--- src/rtl/tl_pkg.sv ---
package tl_pkg;
    localparam int SIDE_LAMPS = 3;
    localparam int STATE_W    = 3;

    // bit 2: right side; bits 1:0: Gray step count (00 with bit 2 set = all lamps)
    typedef enum logic [STATE_W-1:0] {
        ST_IDLE = 3'b000,
        ST_L1   = 3'b001,
        ST_L2   = 3'b011,
        ST_L3   = 3'b010,
        ST_R1   = 3'b101,
        ST_R2   = 3'b111,
        ST_R3   = 3'b110,
        ST_ALL  = 3'b100
    } tl_state_e;

    typedef struct packed {
        tl_state_e state;
    } tl_regs_t;
endpackage

--- src/rtl/tl_next.sv ---
module tl_next
    import tl_pkg::*;
(
    input  tl_state_e cur,
    input  logic      go_l,
    input  logic      go_r,
    input  logic      haz,
    output tl_state_e nxt
);
    always_comb begin
        nxt = ST_IDLE;
        case (cur)
            ST_IDLE: begin
                if (haz || (go_l && go_r)) nxt = ST_ALL;
                else if (go_l)             nxt = ST_L1;
                else if (go_r)             nxt = ST_R1;
                else                       nxt = ST_IDLE;
            end
            ST_L1:   nxt = haz ? ST_ALL : ST_L2;
            ST_L2:   nxt = haz ? ST_ALL : ST_L3;
            ST_R1:   nxt = haz ? ST_ALL : ST_R2;
            ST_R2:   nxt = haz ? ST_ALL : ST_R3;
            default: nxt = ST_IDLE; // L3, R3, ALL
        endcase
    end
endmodule

--- src/rtl/tl_lamps.sv ---
module tl_lamps
    import tl_pkg::*;
(
    input  tl_state_e             st,
    output logic [SIDE_LAMPS-1:0] lamp_l,
    output logic [SIDE_LAMPS-1:0] lamp_r
);
    logic [1:0] pos;
    logic       all_on;

    always_comb begin
        case (st[1:0])
            2'b01:   pos = 2'd1;
            2'b11:   pos = 2'd2;
            2'b10:   pos = 2'd3;
            default: pos = 2'd0;
        endcase
        all_on = (st == ST_ALL);
    end

    for (genvar i = 0; i < SIDE_LAMPS; i++) begin : g_lamp
        assign lamp_l[i] = all_on || (!st[2] && (pos > 2'(i)));
        assign lamp_r[i] = all_on || ( st[2] && (pos > 2'(i)));
    end
endmodule

--- src/rtl/taillight_seq.sv ---
module taillight_seq
    import tl_pkg::*;
(
    input  logic                  clk,
    input  logic                  rst,
    input  logic                  step_en,
    input  logic                  turn_l,
    input  logic                  turn_r,
    input  logic                  hazard,
    output logic [SIDE_LAMPS-1:0] lamp_l,
    output logic [SIDE_LAMPS-1:0] lamp_r
);
    tl_regs_t  regs_d, regs_q;
    tl_state_e nxt_state;

    tl_next u_next (
        .cur  (regs_q.state),
        .go_l (turn_l),
        .go_r (turn_r),
        .haz  (hazard),
        .nxt  (nxt_state)
    );

    always_comb begin
        regs_d = regs_q;
        if (step_en) regs_d.state = nxt_state;
    end

    always_ff @(posedge clk) begin
        if (rst) regs_q.state <= ST_IDLE;
        else     regs_q <= regs_d;
    end

    tl_lamps u_lamps (
        .st     (regs_q.state),
        .lamp_l (lamp_l),
        .lamp_r (lamp_r)
    );

    p_hold_r9: assert property (@(posedge clk) disable iff (rst)
        !step_en |=> $stable(regs_q.state));

    p_tail_idle_r7: assert property (@(posedge clk) disable iff (rst)
        (step_en && (regs_q.state == ST_L3 || regs_q.state == ST_R3 || regs_q.state == ST_ALL))
        |=> regs_q.state == ST_IDLE);

    p_hazard_cut_r6: assert property (@(posedge clk) disable iff (rst)
        (step_en && hazard && (regs_q.state == ST_L1 || regs_q.state == ST_L2 ||
                               regs_q.state == ST_R1 || regs_q.state == ST_R2))
        |=> regs_q.state == ST_ALL);

    p_gray_step_r10: assert property (@(posedge clk) disable iff (rst)
        (step_en && !hazard && (regs_q.state == ST_L1 || regs_q.state == ST_L2 ||
                                regs_q.state == ST_R1 || regs_q.state == ST_R2))
        |=> $countones(regs_q.state[1:0] ^ $past(regs_q.state[1:0])) == 1);

    p_sides_exclusive_r3: assert property (@(posedge clk) disable iff (rst)
        ((|lamp_l) && (|lamp_r)) |-> ((&lamp_l) && (&lamp_r)));
endmodule

--- config.mk ---
export PLATFORM = sky130hd
export DESIGN_NAME = taillight_seq
export DESIGN_NICKNAME = d
export VERILOG_FILES = /design/src/rtl/tl_pkg.sv /design/src/rtl/tl_next.sv /design/src/rtl/tl_lamps.sv /design/src/rtl/taillight_seq.sv
export SDC_FILE = /design/constraint.sdc
export NUM_CORES = 1
export LEC_CHECK = 0
export BUFFER_PORTS_ARGS = -buffer_cell sky130_fd_sc_hd__clkbuf_2
export CORE_AREA = 2 2 39 41
export CTS_CLUSTER_SIZE = 24
export DETAILED_ROUTE_END_ITERATION = 7
export DIE_AREA = 0 0 41 43
export MAX_ROUTING_LAYER = met4
export SETUP_SLACK_MARGIN = 0.15
export SLEW_MARGIN = 20
export SYNTH_ARGS = -nofsm -noshare
export SYNTH_HDL_FRONTEND = slang
export SYNTH_HIERARCHICAL = 1
export SYNTH_SLANG_ARGS = --single-unit
--- constraint.sdc ---
create_clock -name clk -period 2.1 [get_ports clk]
set_input_delay 0.21 -clock clk [delete_from_list [all_inputs] [get_ports clk]]
set_output_delay 0.21 -clock clk [all_outputs]
set_load 0.1 [all_outputs]
Word-level counts from Yosys, hierarchy flattened:

Index checks and enable logic that the tools add are counted.

* output and inout bits: 6
* word-level logic and storage cells: 37
* input bits: 6
* flip-flop bits (word level): 3

* eq/ne operators: 8
* muxes and demuxes: 9
* reduce and logical (&&, ||, !) cells: 16
* order comparisons: 3

Operator list (number)
* 3-bit two-way mux: 5
* 3-bit case mux with 5 select lines: 1
* 3-bit equality test (second input constant): 3
* 1-bit logical AND: 7
* 1-bit logical OR: 7
* 2-bit case mux with 3 select lines: 1
* 2-bit equality test (second input constant): 2
* 2-bit by 1-bit greater-than comparator with 1-bit output (second input constant): 2
* 2-bit two-way mux: 2
* 3-bit by 1-bit equality test with 1-bit output (second input constant): 1
* 3-bit by 2-bit equality test with 1-bit output (second input constant): 1
* 3-bit zero test: 1
* 2-bit by 1-bit equality test with 1-bit output (second input constant): 1
* 2-bit greater-than comparator (second input constant): 1
* 1-bit zero test: 1

Longest topological paths before layout:

* word-level depth: 5
* mapped depth: 4

Modules after synthesis:

The synthesis kept the hierarchy.

Modules (own cells, without submodules)
* taillight_seq: times used 1, sequential area each 60.1 µm², area each 101.3 µm², cells an instance 9
* tl_lamps: times used 1, sequential area each 0.0 µm², area each 60.1 µm², cells an instance 10
* tl_next: times used 1, sequential area each 0.0 µm², area each 52.6 µm², cells an instance 8

Worst setup path after synthesis:

No wires, ideal clock.

* path kind: flip-flop to output port
* start point: register regs_q[2]
* end point: output port lamp_r[1]
* slack: -0.807 ns
* data required time: 1.890 ns
* path buffers: 0
* data arrival time: 2.697 ns
* stages on the path, launching flop included: 2
* path through: dfxtp_1 -> a21boi_0

* word-level cells in the longest chain between the ends: 2

Ends and longest elaborated chain
* start: declaration: RTL line taillight_seq.sv:13 `tl_regs_t regs_d, regs_q;`
* start signal: assignment: RTL line taillight_seq.sv:31 `else regs_q <= regs_d;`
* 3-bit equality test or 1-bit logical AND (tied branches): RTL line tl_lamps.sv:18, tl_lamps.sv:23
* 1-bit logical OR (*): RTL line tl_lamps.sv:23 `assign lamp_r[i] = all_on || ( st[2] && (pos > 2'(i)));`
* end: declaration: RTL line taillight_seq.sv:11 `output logic [SIDE_LAMPS-1:0] lamp_r`

Mark *: on every way between the ends. The rest lies on a longest branch, timed or not.

Worst setup path in the final report:

* start point: register regs_q[2]
* end point: output port lamp_l[1]

* word-level cells in the longest chain between the ends: 3

Ends and longest elaborated chain
* parallel branches: the longest is 2 deep, another holds 3-bit equality test
* 1-bit logical OR (*): RTL line tl_lamps.sv:22 `assign lamp_l[i] = all_on || (!st[2] && (pos > 2'(i)));`
* end: declaration: RTL line taillight_seq.sv:10 `output logic [SIDE_LAMPS-1:0] lamp_l,`

Every way passes the cells marked *.

==> impl_metrics.py <==
metrics = {
    "outcome": {
        "status": "finished clean",
    },
    "finish": {
        "syn_to_final_growth_pct": 52.63,
        "register_area_um2": 60.06,
        "layout.cells.non_filler": 57,
        "n_antenna_cell": 0,
        "largest_reg_flops": 3,
        "multi_input_area_um2": 158.9,
        "regMostFlops": "regs_q",
        "fillers": 143,
        "reg_top3": "regs_q x3",
        "nets": 48,
        "drive_gt1_share_pct": 41.46,
    },
    "timing": {
        "finalHoldViolCount": 0,
        "slew_headroom_pct": 64.06,
        "timing.setup.tns_ps": 0,
        "max_freq_mhz": 564.2,
        "period_needed_ps": 1772,
        "skew_ps": 2.374,
        "setup_viol": 0,
        "final.setup.worst_slack_ps": 327.7,
        "finalMaxSlewViolations": 0,
        "final.period_utilization_pct": 84.39,
        "grt_setup_unrepaired": "false",
        "tightest_slew_ps": 541.4,
    },
    "logic_synthesis": {
        "synth_top_area_share_pct": 28.07,
        "synth_area_per_cell_um2": 7.924,
        "synth_top_area_cell": "dfxtp_1",
        "synth_seq_cells": 3,
        "synth.area.top_cells": "dfxtp_1 (28%), mux2i_1 (14%), nor2_1 (12%)",
        "netlist_area_um2": 214.0,
        "synth_cell_types": 14,
        "synthCells": 27,
        "syn-num-nets": 33,
        "synth_warnings": 6,
        "yosysSeqAreaShare_pct": 28.07,
    },
    "floorplanning": {
        "core_um2": 1384,
        "ios": 12,
        "initial_core_util_pct": 15.46,
        "dieWidth_um": 41,
        "die_y_um": 43,
        "die-area_um2": 1763,
        "rows": 14,
    },
    "global_routing": {
        "grt_pass1_wl_um": 662,
        "track_usage_pct": 6.256,
        "grt_max_degree": 12,
        "grt-ovfl-total": 0,
        "grt_pass1_vias": 167,
        "antenna_found_initial": 0,
    },
    "clocking": {
        "cts.sinks": 3,
        "clkSlewWorstSetupHoldPaths_ps": 40,
        "cts_hold_buffers": 0,
        "clockBufferDepth": 2,
        "cts_root_buf": "clkbuf_4",
        "clock_latency_ps": 230,
        "cts-htree-levels": 1,
        "cts_tree": "built",
        "numCtsBuffers": 3,
    },
    "route": {
        "antenna_left": 0,
        "route.vias.total": 221,
        "route.detailed.drc": 0,
        "drt-initial-drc-count": 1,
        "vias_per_cell": 3.877,
        "wl_per_cell_um": 7.509,
        "dr.pass1.iters": 2,
        "wirelength_um": 428,
    },
    "critical_path": {
        "critPathRequiredTime_ps": 1890,
        "worstSetupPathType": "flop to primary output",
        "cp_max_fo": 11,
        "arrival_ps": 1560,
        "cp-start-kind": "flop",
        "end_kind": "primary output",
    },
    "worst_hold_path": {
        "worstHoldPathType": "input pin to flop",
    },
    "placement": {
        "numPortBuffers": 11,
        "place_inst": 53,
        "hpwl_um": 343.7,
        "pre_cts_slack_ps": 427.7,
        "routabilityCongestion": 0.6729,
    },
    "pwr": {
        "leakage_uw": 0.0001559,
        "powerDensity_nw_per_um2": 979.3,
        "total_power_uw": 319.8,
        "ir_drop_uv": 468.3,
    },
    "flow_run": {
        "drv_cap": 0,
    },
}
==> worst paths after layout <==
check | from | end | slack, ps | cells after the start
max reg2reg | regs_q[0] | regs_q[2] | 930 | 4
min reg2reg | regs_q[1] | regs_q[1] | 630 | 2
max | regs_q[2] | lamp_l[1] | 330 | 3
min | rst | regs_q[2] | 170 | 2
==> synthesized netlist by cell type <==
library cell  n
inv_1         1
nor2_1        7
or3b_1        1
nor2b_1       3
a21boi_0      1
dfxtp_1       3
o32a_1        1
clkbuf_1      1
o21ai_0       1
xnor2_1       2
a22o_1        1
mux2i_1       3
xor2_1        1
nor3_1        1
==> report_power, final <==
part | internal (uW) | total [uW] | switching [uW]
logic | 32.8 | 151 | 118
registers | 60.7 | 69.9 | 9.17
clock network | 71.1 | 99.2 | 28.2
total | 165 | 320 | 155
==> cells by family after synthesis <==
group / Yosys count / share of synthesized area, %
flip-flops: 3 / 28.07
XOR/XNOR: 3 / 12.28
AND/OR/NAND/NOR: 12 / 27.49
multiplexers: 3 / 14.04
AO/OA/AOI/OAI: 4 / 14.62
buffers and inverters: 2 / 3.505
==> cell type report <==
| cell class | count | area share [%] |
|---|---|---|
| multi-input cells | 22 | 48.66 |
| inverters | 1 | 1.149 |
| flip-flops and latches | 3 | 18.39 |
| well taps | 16 | 6.130 |
| clock buffers | 4 | 8.046 |
| repair buffers | 11 | 17.62 |
==> metrics by stage <==
step / util, % / hold slack (ps) / area (um2)
2_1_floorplan: - / 282.4 / 226.5
3_3_place_gp: 21.52 / 407.8 / 297.8
6_report: 23.60 / 169.4 / 326.6
3_5_place_dp: 21.52 / 412.4 / 297.8
5_1_grt: 23.60 / 176.8 / 326.6
4_1_cts: 23.42 / 168.0 / 324.1
==> metal layers <==
| layer | routed length (um) | GRT usage, % | vias up |
|---|---|---|---|
| met5 | 0 | - | - |
| met4 | 0 | 4.000 | 0 |
| met3 | 61 | 6.283 | 0 |
| met2 | 153 | 5.938 | 13 |
| met1 | 213 | 7.643 | 90 |
| li1 | - | - | 118 |
==> worst max-delay path, stage by stage (launching register included) <==
cell,delay [ps]
dfxtp_1,530
or3b_1,380
o21ai_1,80
clkbuf_4,340
==> placed cells by master, fill, tap and decap left out, types with 2 or more instances in the layout <==
cell,netlist,layout
dfxtp_1,3,3
clkbuf_4,0,4
nor2_1,7,6
mux2i_1,3,3
clkbuf_2,0,10
nor2b_1,3,2
==> timing repair <==
item | 4_1_cts | 5_1_grt
gates resized for setup | 0 | 2
setup buffers | 0 | 0
endpoints found under the setup margin | 0 | 1
(Power assumes the default switching activity.)
